`src/rtl/audio_gain_pkg.sv`:
```
package audio_gain_pkg;
   typedef enum logic [1:0] {
      RAMP_HOLD = 2'd0,
      RAMP_DOWN = 2'd1,
      RAMP_UP   = 2'd2
   } ramp_dir_e;

   function automatic ramp_dir_e ramp_dir(input int unsigned cur, input int unsigned goal);
      if (cur == goal)     return RAMP_HOLD;
      else if (cur > goal) return RAMP_DOWN;
      else                 return RAMP_UP;
   endfunction
endpackage

```
`src/rtl/gain_ramp_ctrl.sv`:
```
module gain_ramp_ctrl
   import audio_gain_pkg::*;
#(
   parameter int CODE_W   = 7,
   parameter int STEP_DIV = 8
) (
   input  logic              clk,
   input  logic              rst,
   input  logic              smp_valid,
   input  logic              tgt_load,
   input  logic [CODE_W:0]   tgt_code,
   input  logic              mute_req,
   output logic [CODE_W-1:0] cur_code
);
   localparam int DIV_W = (STEP_DIV > 1) ? $clog2(STEP_DIV) : 1;
   localparam logic [CODE_W-1:0] CODE_MAX = {CODE_W{1'b1}};
   localparam logic [CODE_W-1:0] CODE_ONE = CODE_W'(1);

   logic [CODE_W-1:0] tgt_q;
   logic [CODE_W-1:0] goal;
   logic              step_now;
   ramp_dir_e         dir;

   // target register; a set ignore flag leaves it untouched
   always_ff @(posedge clk) begin
      if (rst)
         tgt_q <= CODE_MAX;
      else if (tgt_load && !tgt_code[CODE_W])
         tgt_q <= tgt_code[CODE_W-1:0];
   end

   assign goal = mute_req ? '0 : tgt_q;

   always_comb begin
      dir = ramp_dir(int'(cur_code), int'(goal));
   end

   generate
      if (STEP_DIV > 1) begin : g_divider
         localparam logic [DIV_W-1:0] DIV_LAST = DIV_W'(STEP_DIV - 1);
         logic [DIV_W-1:0] div_q;
         always_ff @(posedge clk) begin
            if (rst)
               div_q <= '0;
            else if (smp_valid) begin
               if (dir == RAMP_HOLD || div_q == DIV_LAST)
                  div_q <= '0;
               else
                  div_q <= div_q + DIV_W'(1);
            end
         end
         assign step_now = smp_valid && (dir != RAMP_HOLD) && (div_q == DIV_LAST);
      end else begin : g_no_divider
         assign step_now = smp_valid && (dir != RAMP_HOLD);
      end
   endgenerate

   always_ff @(posedge clk) begin
      if (rst)
         cur_code <= '0;
      else if (step_now) begin
         case (dir)
            RAMP_DOWN: cur_code <= cur_code - CODE_ONE;
            RAMP_UP:   cur_code <= cur_code + CODE_ONE;
            default:   cur_code <= cur_code;
         endcase
      end
   end
endmodule

```
`src/rtl/gain_scale_chan.sv`:
```
module gain_scale_chan #(
   parameter int SAMPLE_W = 16,
   parameter int CODE_W   = 7
) (
   input  logic                       clk,
   input  logic                       rst,
   input  logic                       smp_valid,
   input  logic signed [SAMPLE_W-1:0] smp_in,
   input  logic        [CODE_W-1:0]   code,
   output logic signed [SAMPLE_W-1:0] smp_out
);
   localparam int MULT_W = CODE_W + 2;
   localparam int PROD_W = SAMPLE_W + MULT_W;
   localparam logic [CODE_W-1:0] CODE_MAX = {CODE_W{1'b1}};

   logic signed [MULT_W-1:0] mult;
   logic signed [PROD_W-1:0] prod;
   logic signed [PROD_W-1:0] shifted;

   // full-scale code maps to an exact power of two so unity is lossless
   always_comb begin
      if (code == CODE_MAX)
         mult = MULT_W'(1) <<< CODE_W;
      else
         mult = signed'({2'b00, code});
      prod    = PROD_W'(smp_in) * PROD_W'(mult);
      shifted = prod >>> CODE_W;
   end

   always_ff @(posedge clk) begin
      if (rst)
         smp_out <= '0;
      else if (smp_valid)
         smp_out <= shifted[SAMPLE_W-1:0];
   end
endmodule

```
`src/rtl/audio_gain_ramp.sv`:
```
module audio_gain_ramp #(
   parameter int SAMPLE_W = 16,
   parameter int CODE_W   = 7,
   parameter int STEP_DIV = 8,
   parameter int N_CHAN   = 2
) (
   input  logic                clk,
   input  logic                rst,
   input  logic                smp_valid,
   input  logic [SAMPLE_W-1:0] smp_left,
   input  logic [SAMPLE_W-1:0] smp_right,
   input  logic                tgt_load,
   input  logic [CODE_W:0]     tgt_code,
   input  logic                mute_req,
   output logic [SAMPLE_W-1:0] out_left,
   output logic [SAMPLE_W-1:0] out_right,
   output logic [CODE_W-1:0]   gain_code
);
   generate
      if (SAMPLE_W < 2) begin : g_bad_sample_w
         $error("SAMPLE_W must be at least 2");
      end
      if (CODE_W < 2) begin : g_bad_code_w
         $error("CODE_W must be at least 2");
      end
      if (STEP_DIV < 1) begin : g_bad_step_div
         $error("STEP_DIV must be at least 1");
      end
      if (N_CHAN != 2) begin : g_bad_chan
         $error("N_CHAN must be 2 for the stereo port set");
      end
   endgenerate

   logic [N_CHAN-1:0][SAMPLE_W-1:0] chan_in;
   logic [N_CHAN-1:0][SAMPLE_W-1:0] chan_out;

   assign chan_in[0] = smp_left;
   assign chan_in[1] = smp_right;

   gain_ramp_ctrl #(
      .CODE_W  (CODE_W),
      .STEP_DIV(STEP_DIV)
   ) u_ctrl (
      .clk      (clk),
      .rst      (rst),
      .smp_valid(smp_valid),
      .tgt_load (tgt_load),
      .tgt_code (tgt_code),
      .mute_req (mute_req),
      .cur_code (gain_code)
   );

   for (genvar c = 0; c < N_CHAN; c++) begin : g_chan
      logic signed [SAMPLE_W-1:0] s_out;
      gain_scale_chan #(
         .SAMPLE_W(SAMPLE_W),
         .CODE_W  (CODE_W)
      ) u_scale (
         .clk      (clk),
         .rst      (rst),
         .smp_valid(smp_valid),
         .smp_in   (signed'(chan_in[c])),
         .code     (gain_code),
         .smp_out  (s_out)
      );
      assign chan_out[c] = s_out;
   end

   assign out_left  = chan_out[0];
   assign out_right = chan_out[1];
endmodule

```
`config.mk`:
```
export PLATFORM = sky130hd
export DESIGN_NAME = audio_gain_ramp
export DESIGN_NICKNAME = d
export VERILOG_FILES = /design/src/rtl/audio_gain_pkg.sv /design/src/rtl/gain_ramp_ctrl.sv /design/src/rtl/gain_scale_chan.sv /design/src/rtl/audio_gain_ramp.sv
export SDC_FILE = /design/constraint.sdc
export NUM_CORES = 1
export LEC_CHECK = 0
export BUFFER_PORTS_ARGS = -buffer_cell sky130_fd_sc_hd__buf_2
export CAP_MARGIN = 40
export CORE_UTILIZATION = 59
export DETAILED_ROUTE_END_ITERATION = 8
export PLACE_DENSITY = 0.79
export SLEW_MARGIN = 20
export SYNTH_ARGS = -nofsm -noshare
export SYNTH_HDL_FRONTEND = slang
export SYNTH_SLANG_ARGS = --single-unit
```
`constraint.sdc`:
```
create_clock -name clk -period 7.61 [get_ports clk]
set_input_delay 0.3805 -clock clk [delete_from_list [all_inputs] [get_ports clk]]
set_output_delay 0.3805 -clock clk [all_outputs]
set_load 0.05 [all_outputs]
```
==> metrics.txt, run 1 <==
status complete, no violations; drt wl/cell 15.6 um; Final Slew Violations 0; Arrival @ worst endpoint 6.68 ns; placed cell area 0.0112 mm2; DIE WIDTH 136 um; DRC viols 0; worst flop-to-flop path startpoint u_ctrl.cur_code[5]; Post-CTS Setup Bufs 0; Root Buffer clkbuf_16; Warnings, synthesis 0; Worst-Margin Slew ~0.76 ns; maximum root-to-sink buffer count 2; # rows 48; Final period util 85.2%; worst ir drop on vdd 0.0697 mV; HPWL Detailed 19,400 um; post-cts sizing count 0; Max Clk Rate 154 MHz; DR pass1 iterations 5; clk_lat worst skew between 0.3 and 0.4 ns; hold depth 3; layout cells sized above 1 9.59%; Mean Syn Cell Area roughly 8.6 um2; gr busiest metal met2; Starting Density 60.8%; Post-synth ARST share 0%; # clock sinks 49; Worst Setup SP u_ctrl.cur_code[5]; CP required 7.80 ns; most frequent cells in the layout inv_1 (267), fa_1 (193), nand2_1 (183); grt met1 use 35.7%; Final Skew 0.00460 ns; design area 0.0114 mm2; FF-to-FF End g_chan[1].u_scale.smp_out[12]; number of I/O pins 84; number of library cell types mapped by synthesis 62; Most used DFF post-synth dfxtp_1; met3 Use GR 2.95%; Post-Syn Nets 1,567; crit path capture type flop; Global Route Usage Sum around 28%; commonest non-fill, non-tap cell in the layout inv_1; Die Y between 100 and 150 um; TNS Setup 0 ns; antenna-violating nets left 0; Die Area 0.0185 mm2; Relative slew margins between 40 and 50%; area grow syn2layout 7.82%; Initial DRC Count 529; WHS Endpoint u_ctrl.tgt_q[3]; clock period minus worst slack around 6.5 ns; largest net degree at the start of global routing 49; GP Congestion 0.902; synthesized instance count ~1,200; first-pass GRT wire length 40,300 um; initial antenna violation count 0; critical setup path kind reg2reg; ant diodes 0; Worst setup SP type flop; MaxCap Viol Count 0; static leakage 0.00654 uW; vias in the first global route 8,642; number of synthesized flops with an enable pin 0; R2R depth 23; global route overflow 0; Final Setup Violations 0; Final Hold Violating Endpoints 0; Via Count roughly 8,500; H-tree Lvls 2; Core ar. 0.0174 mm2; fin util around two thirds; register area share after synthesis 9.27%; CTS tree done; Layout Nets 1,624; Hold Crit Start tgt_code[3]; PortBufs 83; Synth Register Bits 49; Crit Path Max Fanout 35; pwr/cell area between 50 and 60 mW/mm2; hold buffer count at cts 0; RSZ-0062 raised after global routing no; final WL 23,700 um; R2R Setup Slk around 1.1 ns; Mapped Area 0.0106 mm2; Worst-path clk slew 0.07 ns; FILL cells between 1,000 and 1,500; Vias per Instance 5.59; met2 Resource Use GR 48.3%; number of buffers created by CTS 5; HP Class in2reg
## worst max-delay path: stages, from the launching register on
cell and delay, ns:
dfxtp_1 0.30, buf_4 0.19, and4_4 0.22, and2_1 0.17, nand3_2 0.09, buf_4 0.30, and2_1 0.53, buf_4 0.31
nand2_1 0.09, fa_1 0.48, inv_1 0.05, fa_1 0.48, fa_1 0.56, inv_1 0.05, fa_1 0.47, inv_1 0.04
ha_1 0.29, a211o_1 0.32, a2111o_1 0.38, o21ai_2 0.29, nor3_4 0.08, a2111oi_2 0.40, or4_1 0.17, nand3_1 0.06
## synthesized netlist by cell type (all sizes together) (3+ instances only)
cell type	count	area, um2
a211o	3	26.3
inv	267	1000
a22o	3	26.3
a211oi	4	35.0
xnor2	26	228
o21a	6	45.0
a21o	26	195
dfxtp	49	981
fa	193	3860
a221oi	4	35.0
buf	3	12.5
nor3	8	56.3
o21ai	32	164
a2111oi	3	70.1
nand2	183	687
nor2	38	143
o31ai	3	27.5
and4	3	28.8
a21oi	29	149
nand2b	8	50.1
clkbuf	46	173
o21bai	4	30.0
xor2	19	166
nand3	10	50.1
nand4	5	31.3
mux2i	11	110
or3	3	18.8
ha	94	1180
a31oi	3	18.8
and2	36	225
and3	85	532
nor2b	5	31.3
## per-stage QoR
stage	instances	hold WS (ns)	worst slack [ns]	power, uW
after floorplan	1235	0.433	1.40	289
after global placement	1510	0.433	1.32	325
after detailed placement	1510	0.439	1.16	326
after CTS	1518	0.279	1.15	606
after global routing	1518	0.299	0.799	621
final	1518	0.284	1.13	601
## worst max path at each step
stage                     depth (start not counted)                             to
after floorplan                                  23  g_chan[1].u_scale.smp_out[12]
after global placement                           23  g_chan[1].u_scale.smp_out[12]
after detailed placement                         23  g_chan[1].u_scale.smp_out[12]
after CTS                                        23  g_chan[1].u_scale.smp_out[12]
after global routing                             23  g_chan[1].u_scale.smp_out[14]
final                                            23  g_chan[1].u_scale.smp_out[12]
## metal layers
layer	part of all wire, %	wire length (um)
met1	41	9710
met2	50	11800
met3	6.3	1490
met4	3.2	763
met5	0	0
## power breakdown
part / leakage, uW / switching, uW / internal [uW] / total [uW]
Sequential: 0.000396 / 1.66 / 259 / 261
Combinational: 0.00606 / 42.2 / 18.2 / 60.4
Clock: 0.0000890 / 113 / 167 / 280
Total: 0.00654 / 157 / 444 / 601
## kinds of logic (layout without fill, tap and decap cells)
logic type / Yosys count / count (layout) / synth area share, %
compound gates: 138 / 138 / 9.26
xor+xnor: 45 / 45 / 3.72
fa+ha+maj: 287 / 287 / 47.6
buf+inv: 316 / 374 / 11.2
flops: 49 / 49 / 9.27
mux: 11 / 11 / 1.04
simple gates: 389 / 389 / 17.9
## flip-flops by register name, summed over array words and instances, names as in the netlist
signal and cells:
u_ctrl.cur_code 7, g_chan.u_scale.smp_out 32, u_ctrl.g_divider.div_q 3, u_ctrl.tgt_q 7
## cell type report
| class | count | area (um2) | share of cell area (%) |
|---|---|---|---|
| inverters | 267 | 1000 | 8.78 |
| well taps | 225 | 282 | 2.47 |
| clock inverters | 2 | 41.3 | 0.362 |
| flip-flops and latches | 49 | 981 | 8.60 |
| clock buffers | 6 | 139 | 1.22 |
| repair buffers | 99 | 536 | 4.69 |
| multi-input cells | 870 | 8430 | 73.9 |
Note: power is estimated with default switching activity, not from simulation.
==> inputs of run 2 (changes only) <==
CTS_BUF_LIST = sky130_fd_sc_hd__clkbuf_8   (was unset)
==> metrics.txt, run 2 (synthesized netlist as in run 1, its figures left out) <==
Worst-path clk slew 0.11 ns (+0.04 ns); hold buffer count at cts 0 (unchanged); Sw Share 28.1% (+2.0 points); post-cts sizing count 0 (unchanged); layout cells sized above 1 9.59% (unchanged); CTS tree done; RSZ-0062 raised after global routing no; clock share of power 40.4% (-6.1 points); clock period minus worst slack 6.48 ns (-0.00507 ns); number of buffers created by CTS 5 (unchanged); Max Clk Rate 154 MHz (about the same); Vias per Instance 5.57 (-0.34%); Largest regs g_chan.u_scale.smp_out x32, u_ctrl.cur_code x7, u_ctrl.tgt_q x7; Core ar. 0.0174 mm2 (unchanged); Final Setup Violations 0 (unchanged); number of I/O pins 84 (unchanged); Worst setup SP type flop; DR pass1 iterations 5 (unchanged); Largest register FFs 32 (unchanged); TNS Setup 0 ns (unchanged); ant diodes 0 (unchanged); global route overflow 0 (unchanged); maximum root-to-sink buffer count 2 (unchanged); Relative slew margins 49.6% (+0.15 points); HPWL Detailed 19,400 um (unchanged); final WL 23,600 um (-0.39%); critical setup path kind reg2reg; FILL cells 1,508 (+1.8%); commonest non-fill, non-tap cell in the layout inv_1; Final Slew Violations 0 (unchanged); FF+latch area 981 um2 (unchanged); Final period util 85.1% (about the same); combinational share of power 11.2% (+1.1 points); pwr/cell area 47.4 mW/mm2 (-9.9%); fin util 65.2% (-0.32 points); GP Congestion 0.902 (unchanged); H-tree Lvls 2 (unchanged); static leakage 0.00652 uW (-0.39%); antenna-violating nets left 0 (unchanged); status complete, no violations; Via Count 8,459 (-0.34%); initial antenna violation count 0 (unchanged); HP Class in2reg; Final Skew 0.0128 ns (+0.00820 ns); Arrival @ worst endpoint 6.71 ns (+0.03 ns); internal power 387 uW (-13%); DIE WIDTH 136 um (unchanged); Die Area 0.0185 mm2 (unchanged); Layout Nets 1,624 (unchanged); PortBufs 83 (unchanged); Post-CTS Setup Bufs 0 (unchanged); CP required 7.85 ns (+0.05 ns); DRC viols 0 (unchanged); # clock sinks 49 (unchanged); sequential share of power 48.5% (+5.1 points); Initial DRC Count 590 (+12%); Crit Path Max Fanout 35 (unchanged); Global Route Usage Sum 27.7% (-0.075 points); area occupied by multi-input gates 0.00843 mm2 (unchanged); most frequent cells in the layout inv_1 (267), fa_1 (193), nand2_1 (183); Switch Pwr 152 uW (-3.4%); clk_lat worst skew 0.34 ns (+0.03 ns); Root Buffer clkbuf_8; vias in the first global route 8,651 (+0.10%); worst ir drop on vdd 0.0581 mV (-17%); Worst-Margin Slew 0.754 ns (-0.00376 ns); Final Hold Violating Endpoints 0 (unchanged); Die Y 136 um (unchanged); largest net degree at the start of global routing 49 (unchanged); crit path capture type flop; MaxCap Viol Count 0 (unchanged); drt wl/cell 15.6 um (-0.39%); first-pass GRT wire length 40,200 um (-0.26%); area grow syn2layout 7.28%; Starting Density 60.8% (unchanged); Largest Register g_chan.u_scale.smp_out; # rows 48 (unchanged)
-- run 2: changes by cell type in the layout (fill, tap and decap cells not counted) --
cell       previous run  this run
clkbuf_16             5         0
clkbuf_8              1         6
-- run 2: cell type report --
class	instances	share of cell area [%]
inverters	267	8.83
multi-input cells	870	74.2
clock inverters	2	0.364
repair buffers	99	4.72
flip-flops and latches	49	8.64
clock buffers	6	0.727
well taps	225	2.48
-- run 2: power by group through the flow --
stage          Clock [uW]  Combinational [uW]  Sequential (uW)
2_1_floorplan           0                21.4              267
3_3_place_gp            0                58.4              267
3_5_place_dp            0                58.9              267
4_1_cts               221                59.2              261
5_1_grt               230                65.3              261
6_report              217                60.1              261
-- run 2: through the flow --
stage          std cells  setup slack, ns  hold WS (ns)  area, um2  power, uW
5_1_grt             1518            0.810         0.258      11400        557
2_1_floorplan       1235             1.40         0.433      10600        289
3_3_place_gp        1510             1.32         0.433      11200        325
6_report            1518             1.13         0.253      11400        538
3_5_place_dp        1510             1.16         0.439      11200        326
4_1_cts             1518             1.16         0.248      11400        541
-- run 2: worst paths after layout --
| check | startpoint | cells after the start | endpoint | slack [ns] |
|---|---|---|---|---|
| setup reg to reg | u_ctrl.cur_code[5] | 23 | g_chan[1].u_scale.smp_out[12] | 1.13 |
| hold reg to reg | g_chan[1].u_scale.smp_out[14] | 2 | g_chan[1].u_scale.smp_out[14] | 0.45 |
| hold / removal | tgt_code[3] | 3 | u_ctrl.tgt_q[3] | 0.25 |
| setup / recovery | u_ctrl.cur_code[5] | 23 | g_chan[1].u_scale.smp_out[12] | 1.13 |
-- run 2: critical path, cell delays in order, from the launching register on --
cell and delay, ns:
dfxtp_1 0.31, buf_4 0.19, and4_4 0.22, and2_1 0.17, nand3_2 0.09, buf_4 0.30, and2_1 0.54, buf_4 0.31
nand2_1 0.09, fa_1 0.48, inv_1 0.05, fa_1 0.48, fa_1 0.56, inv_1 0.05, fa_1 0.47, inv_1 0.04
ha_1 0.29, a211o_1 0.32, a2111o_1 0.38, o21ai_2 0.30, nor3_4 0.09, a2111oi_2 0.40, or4_1 0.17, nand3_1 0.06
-- run 2: routing by layer --
metal | global-route usage, % | vias to the layer above | part of all wire (%)
li1 | - | 3951 | -
met1 | 35.6 | 4185 | 41
met2 | 48.2 | 281 | 50
met3 | 3.02 | 42 | 6.2
met4 | 10.2 | 0 | 2.7
met5 | 0 | - | 0
==> inputs of run 3 (changes only) <==
--- a/config.mk
+++ b/config.mk
@@ -9,6 +9,6 @@
 export CAP_MARGIN = 40
-export CORE_UTILIZATION = 59
+export CORE_UTILIZATION = 56
 export CTS_BUF_LIST = sky130_fd_sc_hd__clkbuf_8
 export DETAILED_ROUTE_END_ITERATION = 8
-export PLACE_DENSITY = 0.79
+export PLACE_DENSITY_LB_ADDON = 0.1
 export SLEW_MARGIN = 20
--- a/constraint.sdc
+++ b/constraint.sdc
@@ -3,2 +3,2 @@
 set_output_delay 0.3805 -clock clk [all_outputs]
-set_load 0.05 [all_outputs]
+set_load 0.01 [all_outputs]
==> metrics.txt, run 3 (synthesized netlist as in run 1, its figures left out) <==
Vias per Instance 5.49 (-1.5%); Initial DRC Count 474 (-20%); RSZ-0062 raised after global routing no; layout cells sized above 1 9.52% (-0.070 points); TNS Setup 0 ns (unchanged); Crit Path Max Fanout 36 (+2.9%); placed cell area 0.0112 mm2 (unchanged); R2R Setup Slk 1.11 ns (-0.03 ns); # rows 49 (+2.1%); commonest non-fill, non-tap cell in the layout inv_1; largest net degree at the start of global routing 50 (+2.0%); clk_lat worst skew 0.34 ns (about the same); Switch Pwr 159 uW (+4.6%); worst flop-to-flop path startpoint u_ctrl.cur_code[1]; Buf/Inv on CP 3 (-3); crit path capture type flop; Largest register FFs 32 (unchanged); Final Setup Violations 0 (unchanged); number of I/O pins 84 (unchanged); critical setup path kind reg2reg; PortBufs 83 (unchanged); Max Clk Rate 154 MHz (-0.43%); initial antenna violation count 1 (+1); Starting Density 57.9% (-2.8 points); first-pass GRT wire length 39,800 um (-1.0%); FILL cells 1,654 (+9.7%); HP Class in2reg; status complete, no violations; GP Congestion 0.881 (-2.4%); Sw Share 31.4% (+3.2 points); internal power 347 uW (-10%); HPWL Detailed 18,800 um (-3.1%); Worst path most repeated cell fa_1; R2R depth 18 (-22%); final WL 23,400 um (-1.2%); Die Y 139 um (+2.6%); ant diodes 0 (unchanged); Core ar. 0.0183 mm2 (+4.9%); Worst path slowest cell dfxtp_1; design area 0.0114 mm2 (unchanged); Relative slew margins 49.0% (-0.58 points); antenna-violating nets left 0 (unchanged); worst ir drop on vdd 0.0621 mV (+6.8%); sequential share of power 51.6% (+3.1 points); Final Skew 0.0166 ns (+0.00380 ns); Largest Register g_chan.u_scale.smp_out; number of buffers created by CTS 5 (unchanged); hold buffer count at cts 0 (unchanged); Worst Setup SP u_ctrl.cur_code[1]; pwr/cell area 44.5 mW/mm2 (-6.1%); Largest regs g_chan.u_scale.smp_out x32, u_ctrl.cur_code x7, u_ctrl.tgt_q x7; Global Route Usage Sum 25.7% (-2.1 points); # clock sinks 49 (unchanged); Die Area 0.0195 mm2 (+5.3%); total power 505 uW (-6.1%); Final period util 85.5% (+0.37 points); CP delay by family, top adder cells; slowest stage delay, CP 0.79 ns (+0.23 ns); hold_ws 0.252 ns (-0.000955 ns); DRC viols 0 (unchanged); crit-path cells nand3_2, and2_1, nand2_1, fa_1, fa_1, inv_1, fa_1, inv_1, fa_1, inv_1, ha_1, a211o_1, a2111o_1, o21ai_2, nor3_4, a2111oi_2, or4_1, nand3_1; clock share of power 36.6% (-3.8 points); Crit. path cell count 18 (-22%); maximum root-to-sink buffer count 2 (unchanged); area grow syn2layout 7.28% (unchanged); drt wl/cell 15.4 um (-1.4%); Worst setup SP type flop; H-tree Lvls 2 (unchanged); Final Hold Violating Endpoints 0 (unchanged); Layout Nets 1,623 (-0.062%); worst setup path endpoint g_chan[1].u_scale.smp_out[12]; Worst-path clk slew 0.11 ns (about the same); Post-CTS Setup Bufs 0 (unchanged); static leakage 0.00651 uW (-0.16%); Final Slew Violations 0 (unchanged); MaxCap Viol Count 0 (unchanged); Arrival @ worst endpoint 6.73 ns (+0.02 ns); most frequent cells in the layout inv_1 (267), fa_1 (193), nand2_1 (183); vias in the first global route 8,180 (-5.4%); DIE WIDTH 139 um (+2.6%); CTS tree done; Root Buffer clkbuf_8; Worst-Margin Slew 0.765 ns (+0.0103 ns); clock period minus worst slack 6.50 ns (+0.0278 ns); FF-to-FF End g_chan[1].u_scale.smp_out[12]; combinational share of power 11.8% (+0.6 points); CP required 7.83 ns (-0.02 ns); Via Count 8,348 (-1.3%); DR pass1 iterations 4 (-1); global route overflow 0 (unchanged); post-cts sizing count 0 (unchanged)
[run 3: cell count changes in the layout (fill, tap and decap cells not counted)]
cell | previous run | this run
buf_8 | 0 | 4
clkbuf_8 | 6 | 5
buf_6 | 0 | 1
inv_6 | 0 | 1
nor2_2 | 1 | 2
clkinv_4 | 0 | 1
bufinv_16 | 1 | 0
nor2_4 | 1 | 0
buf_4 | 16 | 10
[run 3: worst min-delay path by stage]
stage / startpoint / end / slack [ns] / cells after the start
after CTS: tgt_code[0] / u_ctrl.tgt_q[0] / 0.24 / 3
after global placement: g_chan[0].u_scale.smp_out[11] / g_chan[0].u_scale.smp_out[11] / 0.43 / 2
after global routing: tgt_code[5] / u_ctrl.tgt_q[5] / 0.25 / 3
after detailed placement: g_chan[0].u_scale.smp_out[4] / g_chan[0].u_scale.smp_out[4] / 0.44 / 2
after floorplan: u_ctrl.tgt_q[0] / u_ctrl.tgt_q[0] / 0.43 / 2
final: tgt_code[1] / u_ctrl.tgt_q[1] / 0.25 / 3
[run 3: tightest hold or removal path: cells and delay by family]
family,cells,cell delay [ns]
buf+inv,1,0.07
mux,1,0.06
simple gates,1,0.06
[run 3: per-stage QoR]
step / util [%] / cells / setup WS, ns
global placement: 61.2 / 1508 / 1.11
floorplan: - / 1235 / 1.63
finish: 62.1 / 1521 / 1.11
CTS: 62.0 / 1519 / 1.08
global route: 62.1 / 1521 / 0.734
detailed placement: 61.5 / 1511 / 1.11
[run 3: layout make-up]
| class | instances | area [um2] | area share, % |
|---|---|---|---|
| Inverter | 267 | 1000 | 8.83 |
| Tap cell | 229 | 287 | 2.52 |
| Timing Repair Buffer | 98 | 562 | 4.95 |
| Clock inverter | 3 | 28.8 | 0.253 |
| Clock buffer | 5 | 68.8 | 0.606 |
| Multi-Input combinational cell | 870 | 8420 | 74.2 |
| Sequential cell | 49 | 981 | 8.64 |
[run 3: per-layer routing]
| metal | vias up | share of wire [%] | global-route usage, % |
|---|---|---|---|
| met2 | 239 | 47 | 41.8 |
| met1 | 4126 | 45 | 35.7 |
| met5 | - | 0 | 0 |
| li1 | 3949 | - | - |
| met4 | 0 | 3.4 | 9.65 |
| met3 | 34 | 4.9 | 2.37 |
[run 3: power groups by stage]
stage | logic (uW) | clock network [uW] | registers (uW)
floorplan | 21.4 | 0 | 267
global placement | 58.2 | 0 | 267
detailed placement | 58.5 | 0 | 267
CTS | 59.0 | 192 | 261
global route | 65.5 | 200 | 261
finish | 59.6 | 185 | 261
